<file path="src/rtl/dmach_pkg.sv">
package dmach_pkg;

  typedef enum logic [1:0] {
    SRC_SOFT     = 2'b00,
    SRC_SER0_TX  = 2'b01,
    SRC_SER1_RX  = 2'b10,
    SRC_EXTENDED = 2'b11
  } req_src_e;

  // Control register 0, MSB first
  typedef struct packed {
    logic     ring;
    logic     req;
    req_src_e src;
    logic     en;
    logic     byte_sz;
    logic     src_inc;
    logic     dst_inc;
  } ctl0_t;

  localparam int EXT_W     = 4;
  localparam int EXT_CODES = 1 << EXT_W;
  localparam int FIXED_EV  = 3;

  function automatic logic [1:0] step_of(input logic inc, input logic byte_sz);
    if (!inc)        return 2'd0;
    else if (byte_sz) return 2'd1;
    else              return 2'd2;
  endfunction

endpackage

</file>
<file path="src/rtl/dmach_regs.sv">
module dmach_regs
  import dmach_pkg::*;
(
  input  logic             clk,
  input  logic             rst_n,
  input  logic             reg_we,
  input  logic             reg_sel,
  input  logic [7:0]       reg_wdata,
  input  logic             req_hit,
  input  logic             clr_req,
  input  logic             term_clr,
  output ctl0_t            ctl,
  output logic [EXT_W-1:0] ext_sel,
  output logic             load_go,
  output logic [7:0]       reg_rdata
);

  ctl0_t            ctl_q, ctl_d, wval;
  logic [EXT_W-1:0] ext_q, ext_d;
  logic             wr0, wr1, set_req, ctl_ce;

  always_comb begin
    wr0     = reg_we & ~reg_sel;
    wr1     = reg_we & reg_sel;
    wval    = ctl0_t'(reg_wdata);
    set_req = req_hit & ctl_q.en;
    ctl_d   = ctl_q;
    if (term_clr) ctl_d.en  = 1'b0;
    if (clr_req)  ctl_d.req = 1'b0;
    if (wr0) begin
      ctl_d.ring    = wval.ring;
      ctl_d.src     = wval.src;
      ctl_d.en      = wval.en;
      ctl_d.byte_sz = wval.byte_sz;
      ctl_d.src_inc = wval.src_inc;
      ctl_d.dst_inc = wval.dst_inc;
      if (!wval.req) ctl_d.req = 1'b0;
    end
    if (set_req) ctl_d.req = 1'b1;
    ctl_ce  = wr0 | term_clr | clr_req | set_req;
    ext_d   = reg_wdata[EXT_W-1:0];
    load_go = wr0 & wval.en & ~ctl_q.en;
  end

  always_ff @(posedge clk or negedge rst_n) begin
    if (!rst_n)      ctl_q <= '0;
    else if (ctl_ce) ctl_q <= ctl_d;
  end

  always_ff @(posedge clk or negedge rst_n) begin
    if (!rst_n)   ext_q <= '0;
    else if (wr1) ext_q <= ext_d;
  end

  assign ctl       = ctl_q;
  assign ext_sel   = ext_q;
  assign reg_rdata = reg_sel ? {{(8-EXT_W){1'b0}}, ext_q} : ctl_q;


  req_wr1_chk: assert property (@(posedge clk) disable iff (!rst_n)
    (wr0 && wval.req && !ctl_q.req && !(req_hit && ctl_q.en)) |=> !ctl_q.req);


  req_gate_chk: assert property (@(posedge clk) disable iff (!rst_n)
    (!ctl_q.en && !ctl_q.req) |=> !ctl_q.req);


  term_en_chk: assert property (@(posedge clk) disable iff (!rst_n)
    (term_clr && !wr0) |=> !ctl_q.en);

endmodule

</file>
<file path="src/rtl/dmach_reqsel.sv">
module dmach_reqsel
  import dmach_pkg::*;
#(
  parameter int NUM_EXT = 10
) (
  input  logic               clk,
  input  logic               rst_n,
  input  req_src_e           src,
  input  logic [EXT_W-1:0]   ext_sel,
  input  logic               sw_start,
  input  logic               ev_ser0,
  input  logic               ev_ser1,
  input  logic [NUM_EXT-1:0] ev_ext,
  output logic               hit
);

  localparam int NIN = NUM_EXT + FIXED_EV;

  logic [NIN-1:0]       lvl, prev_q, rise;
  logic [EXT_CODES-1:0] ext_rise;
  logic                 ext_ok;

  assign lvl = {ev_ext, ev_ser1, ev_ser0, sw_start};

  always_ff @(posedge clk or negedge rst_n) begin
    if (!rst_n) prev_q <= '0;
    else        prev_q <= lvl;
  end

  assign rise = lvl & ~prev_q;

  for (genvar g = 0; g < EXT_CODES; g++) begin : g_ext
    if (g < NUM_EXT) begin : g_live
      assign ext_rise[g] = rise[g + FIXED_EV];
    end else begin : g_inhib
      assign ext_rise[g] = 1'b0;
    end
  end

  always_comb begin
    ext_ok = int'(ext_sel) < NUM_EXT;
    unique case (src)
      SRC_SOFT:     hit = rise[0];
      SRC_SER0_TX:  hit = rise[1];
      SRC_SER1_RX:  hit = rise[2];
      SRC_EXTENDED: hit = ext_ok & ext_rise[ext_sel];
      default:      hit = 1'b0;
    endcase
  end


  ext_inhib_chk: assert property (@(posedge clk) disable iff (!rst_n)
    (src == SRC_EXTENDED && int'(ext_sel) >= NUM_EXT) |-> !hit);


  held_once_chk: assert property (@(posedge clk) disable iff (!rst_n)
    (src == SRC_SER0_TX && ev_ser0) |=> (!ev_ser0 || src != SRC_SER0_TX || !hit));

endmodule

</file>
<file path="src/rtl/dmach_addr_ctr.sv">
module dmach_addr_ctr
  import dmach_pkg::*;
#(
  parameter int AW = 16
) (
  input  logic          clk,
  input  logic          rst_n,
  input  logic          load,
  input  logic          adv,
  input  logic          inc,
  input  logic          byte_sz,
  input  logic [AW-1:0] base,
  output logic [AW-1:0] addr,
  output logic [1:0]    step
);

  logic [AW-1:0] addr_q, addr_d;
  logic          ce;

  always_comb begin
    step   = step_of(inc, byte_sz);
    ce     = load | adv;
    addr_d = load ? base : addr_q + AW'(step);
  end

  always_ff @(posedge clk or negedge rst_n) begin
    if (!rst_n)  addr_q <= '0;
    else if (ce) addr_q <= addr_d;
  end

  assign addr = addr_q;


  addr_step_chk: assert property (@(posedge clk) disable iff (!rst_n)
    (adv && !load) |=> addr_q == $past(addr_q) + AW'($past(step)));

endmodule

</file>
<file path="src/rtl/dmach_counters.sv">
module dmach_counters
  import dmach_pkg::*;
#(
  parameter int AW = 16,
  parameter int CW = 8
) (
  input  logic          clk,
  input  logic          rst_n,
  input  logic          load_go,
  input  logic          adv,
  input  logic          ring,
  input  logic          byte_sz,
  input  logic          src_inc,
  input  logic          dst_inc,
  input  logic [AW-1:0] cfg_src,
  input  logic [AW-1:0] cfg_dst,
  input  logic [CW-1:0] cfg_cnt,
  output logic [AW-1:0] src_addr,
  output logic [AW-1:0] dst_addr,
  output logic [1:0]    src_step,
  output logic [1:0]    dst_step,
  output logic          last
);

  localparam int NCH = 2;

  logic [CW-1:0] cnt_q, cnt_d;
  logic          reload, ld, adv_only, cnt_ce;
  logic [AW-1:0] base_a [NCH];
  logic [AW-1:0] addr_a [NCH];
  logic          inc_a  [NCH];
  logic [1:0]    step_a [NCH];

  always_comb begin
    last     = cnt_q == CW'(1);
    reload   = adv & last & ring;
    ld       = load_go | reload;
    adv_only = adv & ~reload;
    cnt_ce   = ld | adv_only;
    cnt_d    = ld ? cfg_cnt : cnt_q - CW'(1);
  end

  always_ff @(posedge clk or negedge rst_n) begin
    if (!rst_n)      cnt_q <= '0;
    else if (cnt_ce) cnt_q <= cnt_d;
  end

  assign base_a[0] = cfg_src;
  assign base_a[1] = cfg_dst;
  assign inc_a[0]  = src_inc;
  assign inc_a[1]  = dst_inc;

  for (genvar g = 0; g < NCH; g++) begin : g_ch
    dmach_addr_ctr #(.AW(AW)) u_ctr (
      .clk     (clk),
      .rst_n   (rst_n),
      .load    (ld),
      .adv     (adv_only),
      .inc     (inc_a[g]),
      .byte_sz (byte_sz),
      .base    (base_a[g]),
      .addr    (addr_a[g]),
      .step    (step_a[g])
    );
  end

  assign src_addr = addr_a[0];
  assign dst_addr = addr_a[1];
  assign src_step = step_a[0];
  assign dst_step = step_a[1];


  ring_cnt_chk: assert property (@(posedge clk) disable iff (!rst_n)
    reload |=> cnt_q == $past(cfg_cnt));


  load_cnt_chk: assert property (@(posedge clk) disable iff (!rst_n)
    load_go |=> cnt_q == $past(cfg_cnt));

endmodule

</file>
<file path="src/rtl/dma_chan_ctl.sv">
module dma_chan_ctl
  import dmach_pkg::*;
#(
  parameter int ADDR_W  = 16,
  parameter int CNT_W   = 8,
  parameter int NUM_EXT = 10
) (
  input  logic               clk,
  input  logic               rst_n,
  input  logic               reg_we,
  input  logic               reg_sel,
  input  logic [7:0]         reg_wdata,
  output logic [7:0]         reg_rdata,
  input  logic               sw_start,
  input  logic               ev_ser0_tx,
  input  logic               ev_ser1_rx,
  input  logic [NUM_EXT-1:0] ev_ext,
  input  logic [ADDR_W-1:0]  cfg_src_base,
  input  logic [ADDR_W-1:0]  cfg_dst_base,
  input  logic [CNT_W-1:0]   cfg_count,
  output logic               cmd_valid,
  output logic               cmd_byte,
  output logic [ADDR_W-1:0]  cmd_src_addr,
  output logic [ADDR_W-1:0]  cmd_dst_addr,
  output logic [1:0]         cmd_src_step,
  output logic [1:0]         cmd_dst_step,
  input  logic               xfer_done,
  output logic               xfer_cplt
);

  logic             rst_meta_q, rst_sync_q;
  ctl0_t            ctl;
  logic [EXT_W-1:0] ext_sel;
  logic             req_hit, load_go, acc, last, term_clr, cplt_q;

  always_ff @(posedge clk or negedge rst_n) begin
    if (!rst_n) begin
      rst_meta_q <= 1'b0;
      rst_sync_q <= 1'b0;
    end else begin
      rst_meta_q <= 1'b1;
      rst_sync_q <= rst_meta_q;
    end
  end

  dmach_reqsel #(.NUM_EXT(NUM_EXT)) u_reqsel (
    .clk      (clk),
    .rst_n    (rst_sync_q),
    .src      (ctl.src),
    .ext_sel  (ext_sel),
    .sw_start (sw_start),
    .ev_ser0  (ev_ser0_tx),
    .ev_ser1  (ev_ser1_rx),
    .ev_ext   (ev_ext),
    .hit      (req_hit)
  );

  dmach_regs u_regs (
    .clk       (clk),
    .rst_n     (rst_sync_q),
    .reg_we    (reg_we),
    .reg_sel   (reg_sel),
    .reg_wdata (reg_wdata),
    .req_hit   (req_hit),
    .clr_req   (acc),
    .term_clr  (term_clr),
    .ctl       (ctl),
    .ext_sel   (ext_sel),
    .load_go   (load_go),
    .reg_rdata (reg_rdata)
  );

  dmach_counters #(.AW(ADDR_W), .CW(CNT_W)) u_cnt (
    .clk      (clk),
    .rst_n    (rst_sync_q),
    .load_go  (load_go),
    .adv      (acc),
    .ring     (ctl.ring),
    .byte_sz  (ctl.byte_sz),
    .src_inc  (ctl.src_inc),
    .dst_inc  (ctl.dst_inc),
    .cfg_src  (cfg_src_base),
    .cfg_dst  (cfg_dst_base),
    .cfg_cnt  (cfg_count),
    .src_addr (cmd_src_addr),
    .dst_addr (cmd_dst_addr),
    .src_step (cmd_src_step),
    .dst_step (cmd_dst_step),
    .last     (last)
  );

  always_comb begin
    cmd_valid = ctl.req & ctl.en;
    cmd_byte  = ctl.byte_sz;
    acc       = xfer_done & cmd_valid;
    term_clr  = acc & last & ~ctl.ring;
  end

  always_ff @(posedge clk or negedge rst_sync_q) begin
    if (!rst_sync_q) cplt_q <= 1'b0;
    else             cplt_q <= acc;
  end

  assign xfer_cplt = cplt_q;


  cplt_src_chk: assert property (@(posedge clk) disable iff (!rst_sync_q)
    xfer_cplt |-> $past(xfer_done && cmd_valid));


  acc_clr_chk: assert property (@(posedge clk) disable iff (!rst_sync_q)
    (acc && !req_hit) |=> !cmd_valid);

endmodule

</file>
<file path="config.mk">
export PLATFORM = sky130hd
export DESIGN_NAME = dma_chan_ctl
export DESIGN_NICKNAME = d
export VERILOG_FILES = /design/src/rtl/dmach_pkg.sv /design/src/rtl/dmach_regs.sv /design/src/rtl/dmach_reqsel.sv /design/src/rtl/dmach_addr_ctr.sv /design/src/rtl/dmach_counters.sv /design/src/rtl/dma_chan_ctl.sv
export SDC_FILE = /design/constraint.sdc
export NUM_CORES = 1
export LEC_CHECK = 0
export CORE_UTILIZATION = 50
export DETAILED_ROUTE_END_ITERATION = 10
export HOLD_SLACK_MARGIN = 0.08
export PLACE_DENSITY = 0.95
export SLEW_MARGIN = 30
export SYNTH_ARGS = -nofsm -noshare
export SYNTH_HDL_FRONTEND = slang
export SYNTH_SLANG_ARGS = --single-unit
</file>
<file path="constraint.sdc">
create_clock -name clk -period 4.2 [get_ports clk]
set_input_delay 0.84 -clock clk [delete_from_list [all_inputs] [get_ports clk]]
set_output_delay 0.84 -clock clk [all_outputs]
set_load 0.005 [all_outputs]
</file>
# After elaboration in Yosys (flattened, before gate mapping)
# Index checks and enable logic that the tools add are counted.
[word_totals]
memories = 0
out_inout_bits = 47
reg_bits = 68
mem_bits_ro = 0
word_cells = 66
mem_bits_rw = 0
latchBits = 0
input_bits = 66
[op_classes]
n_div = 0
reduce_logical = 4
muxes = 15
order_cmp = 2
shift = 0
mul = 0
n_eq_ne = 4
bitwise = 23
n_addsub = 3
[op_table]
columns = ["operator", "count"]
rows = [
  ["$add 16x2->16", 2],
  ["$mux 16", 2],
  ["$mux 8", 2],
  ["$and 13x13->13", 1],
  ["$not 13->13", 1],
  ["$and 1x1->1", 12],
  ["$eq 8x1->1 const B", 1],
  ["$sub 8x1->8 const B", 1],
  ["$mux 7", 1],
  ["$mux 2", 3],
  ["$lt 4x5->1 const B", 1],
  ["$mux 1", 5],
  ["$or 1x1->1", 5],
  ["$bmux 1 s4", 1],
  ["$eq 2x2->1 const B", 2],
  ["$lt 4x4->1 const B", 1],
  ["$not 1->1", 4],
  ["$pmux 1 s4", 1],
  ["$reduce_and 2->1", 2],
  ["$eq 2x1->1 const B", 1],
  ["$logic_not 2->1", 1],
  ["$reduce_bool 2->1", 1],
]

# Longest topological paths before layout
[depth]
ltp_word = 9
depth_mapped = 9
mapped_depth_nobuf = 8

# Modules after synthesis
# A second synthesis with hierarchy kept.
[unflattened]
cells_unflattened = 370
area_unflattened_um2 = 3885.0
[by_module_without_submodules]
columns = ["mod", "n_inst", "area_per_inst_um2", "seq_area_each_um2", "cells_each"]
rows = [
  ["dmach_addr_ctr", 2, 980.9, 400.4, 104],
  ["dmach_counters", 1, 659.4, 200.2, 73],
  ["dmach_regs", 1, 630.6, 300.3, 41],
  ["dmach_reqsel", 1, 526.8, 325.3, 41],
  ["dma_chan_ctl", 1, 106.4, 75.1, 7],
]

# Least setup slack after synthesis
# Ideal clock, no wire load.
[synth_timing]
path_type = "input-to-output"
from = "input reg_sel"
to = "output reg_rdata[0]"
path_stages = 2
path_buffers = 1
slack_ps = 1877
t_required_ps = 3360
t_arrival_ps = 1483
path_cell_list = "clkbuf_1 > mux2_2"
[synth_via]
elab_chain_len = 1
[synth_rtl]
columns = ["item", "line_no", "rtl"]
rows = [
  ["start, declared", "dma_chan_ctl.sv:11", "input logic reg_sel,"],
  ["$mux 8", "dmach_regs.sv:57", "assign reg_rdata = reg_sel ? {{(8-EXT_W){1'b0}}, ext_q} : ctl_q;"],
  ["end, declared", "dma_chan_ctl.sv:13", "output logic [7:0] reg_rdata,"],
]
# Every way passes these cells.

# Final worst setup path
# Same ends and word-level chain as after synthesis.

==> results.cfg <==
[yosys]
synth_edf_count = 0
synth_top_cells_by_count = dfrtp_1 (68), nand2_1 (67), o21ai_0 (31)
synth_top_area_cell = dfrtp_1
synthDistinctLibCells = 53
synth_area_leaders = dfrtp_1 (47%), nand2_1 (7.0%), o21ai_0 (4.3%)
synth_top_flop_cell = dfrtp_1
synth_seq_cells = 68
synthesis.nets = 449
syn_area_um2 = 3620
yosysMostFrequentCell = dfrtp_1
seq_area_frac_synth_pct = 47.0
synthCells = 375
ys_warn_count = 0
yosys.area.top_type_share_pct = 47.0
avgSynthCellArea_um2 = 9.65
synth-async-reset-ratio_pct = 100

[clock_network]
clkSlewWorstSetupHoldPaths_ns = 0.07
numCtsBuffers = 9
clockBufferDepth = 2
clock_sinks = 68
h-tree-depth = 3
clock-root-buffer = clkbuf_8
cts_setup_buffers = 0
clk_latency_ns = 0.35
hold_buffers = 0
cts_tree = done
cts.repair.resized = 0

[worst_setup_path]
cp_max_fo = 12
crit_type = input pin to output pin
cp_slowest_stage_delay_ns = 0.71
end_kind = output pin
reg2reg_setup_slack_ns = 1.84
path_buf_inv = 2
critPathArrivalTime_ns = 2.38
path_cells = clkdlybuf4s50_1 > mux2_2 > clkdlybuf4s50_1
cpMaxStageDelayCell = clkdlybuf4s50_1
path_delay_family = buffers and inverters
cp_num_cells = 3
worstSetupStartpointType = input pin
critPathMostFrequentCell = clkdlybuf4s50_1
worst_r2r_path_depth = 7
cp.required_ns = 3.36

[place]
hpwlAfterDp_um = 7180
gp_congestion = 0.864
io_buffers = 112

[global_route]
antenna_found_initial = 0
grt_pass1_vias = 3367
grt_pass1_wl_um = 15900
grt_max_degree = 67
grt.overflow.total = 0
track_usage_pct = 27.4

[pwr]
seqPwrFrac_pct = 43.8
p_int_mw = 1.54
power.share.switching_pct = 32.4
comb_power_share_pct = 29.9
switchingPower_uw = 739
report.power.total_mw = 2.28
p_clk_share_pct = 26.3
leakage_nw = 2.01
power.density_nw_per_um2 = 454
peakVddDrop_uv = 236

[floorplanning]
die_h_um = 87.1
rows = 30
boundaryPins = 113
core_area_um2 = 6910
die_area_um2 = 7580
die_w_um = 87.1
start_util_pct = 52.4

[sta]
rsz0062_at_grt = no
slew_viol_final = 0
setup-tns-final_ns = 0
whs_ns = 0.350
fin_skew_ns = 0.00756
post-route-period-util_pct = 76.7
slew_headroom_pct = 44.6
finalSetupViolations = 0
finalHoldViolations = 0
worstMarginPinSlew_ns = 0.830
fmax_ghz = 0.311
fin_crit_ns = 3.22

[drt]
dr_total_vias = 3365
wl_per_cell_um = 16.9
first_pass_iters = 4
ant_nets = 0
drc = 0
drt_iter0_markers = 307
via_per_inst = 5.73
routed_wl_um = 9920

[finish]
nNetsFinal = 560
utilization_pct = 72.8
drive_gt1_share_pct = 7.94
num_antenna_cells = 0
area_delta_synth_final_pct = 39.0
fillers = 465

[flow_run]
drv_cap = 0

[outcome]
status = complete, no violations

[min_path]
hold_class = register to register
min_path_cells = 0
## path summary, 6_finish.rpt
kind / startpoint / to
worst max-delay path: reg_sel / reg_rdata[0]
worst min-delay path: rst_meta_q$_DFF_PN0_ / rst_sync_q$_DFF_PN0_
worst max register to register: u_regs.ctl[2]$_DFFE_PN0P_ / u_cnt.g_ch[1].u_ctr.addr[10]$_DFFE_PN0P_
worst min register to register: rst_meta_q$_DFF_PN0_ / rst_sync_q$_DFF_PN0_
max in group asynchronous: rst_sync_q$_DFF_PN0_ / u_reqsel.prev_q[11]$_DFF_PN0_
min in group asynchronous: rst_sync_q$_DFF_PN0_ / u_regs.ext_sel[1]$_DFFE_PN0P_
## power groups by stage
stage	logic [mW]	registers, mW	clock network (mW)
after floorplan	0.323	0.967	0
after global placement	0.642	0.992	0
after detailed placement	0.679	0.998	0
after CTS	0.684	0.993	0.606
after global routing	0.742	1.02	0.635
final	0.682	0.999	0.600
## area by class of cell
cell class / instances / area [µm²] / area share, %
tap: 96 / 120 / 2.39
inverter: 15 / 56.3 / 1.12
multi-input combinational: 276 / 1780 / 35.4
clock buffer: 12 / 145 / 2.89
timing repair buffer: 116 / 1150 / 22.9
sequential: 68 / 1700 / 33.9
clock inverter: 4 / 72.6 / 1.44
## stage by stage
stage                     setup WS, ns  area (µm²)  cells
after detailed placement         0.993        4810    571
after floorplan                   1.88        3620    375
after global routing             0.894        5030    587
final                            0.980        5030    587
after global placement            1.02        4810    571
after CTS                        0.996        5030    587
## cell usage in the layout (no fill, tap or decap), types with 9 or more instances in the layout
| cell type | instances |
|---|---|
| clkdlybuf4s50_1 | 112 |
| nand2_1 | 67 |
| dfrtp_1 | 67 |
| o21ai_0 | 31 |
| nor2_1 | 21 |
| nand3_1 | 19 |
| inv_1 | 14 |
| xor2_1 | 11 |
| o211ai_1 | 11 |
| clkbuf_8 | 10 |
| a21oi_1 | 9 |
## registers in the layout (all words and copies together), names as in the netlist
name,flops
rst_sync_q,1
u_cnt.cnt_q,8
u_cnt.g_ch.u_ctr.addr,32
xfer_cplt,1
u_regs.ext_sel,4
u_regs.ctl,8
rst_meta_q,1
u_reqsel.prev_q,13
## logic make-up after synthesis
family,count (synthesis),synth area share [%]
other cells,1,0.104
fa+ha+maj,8,3.18
buf+inv,31,3.98
xor+xnor,17,4.12
simple gates,157,23.2
compound gates,84,15.6
flops,68,47.0
mux,9,2.77
## metal layers
metal / GRT usage (%) / vias to the layer above / share of wire, %
li1: - / 1568 / -
met3: 4.27 / 39 / 5.6
met1: 34.3 / 1618 / 39
met2: 45.5 / 140 / 51
met5: 0 / - / 0
met4: 15.6 / 0 / 4.2
(Power assumes the default switching activity.)
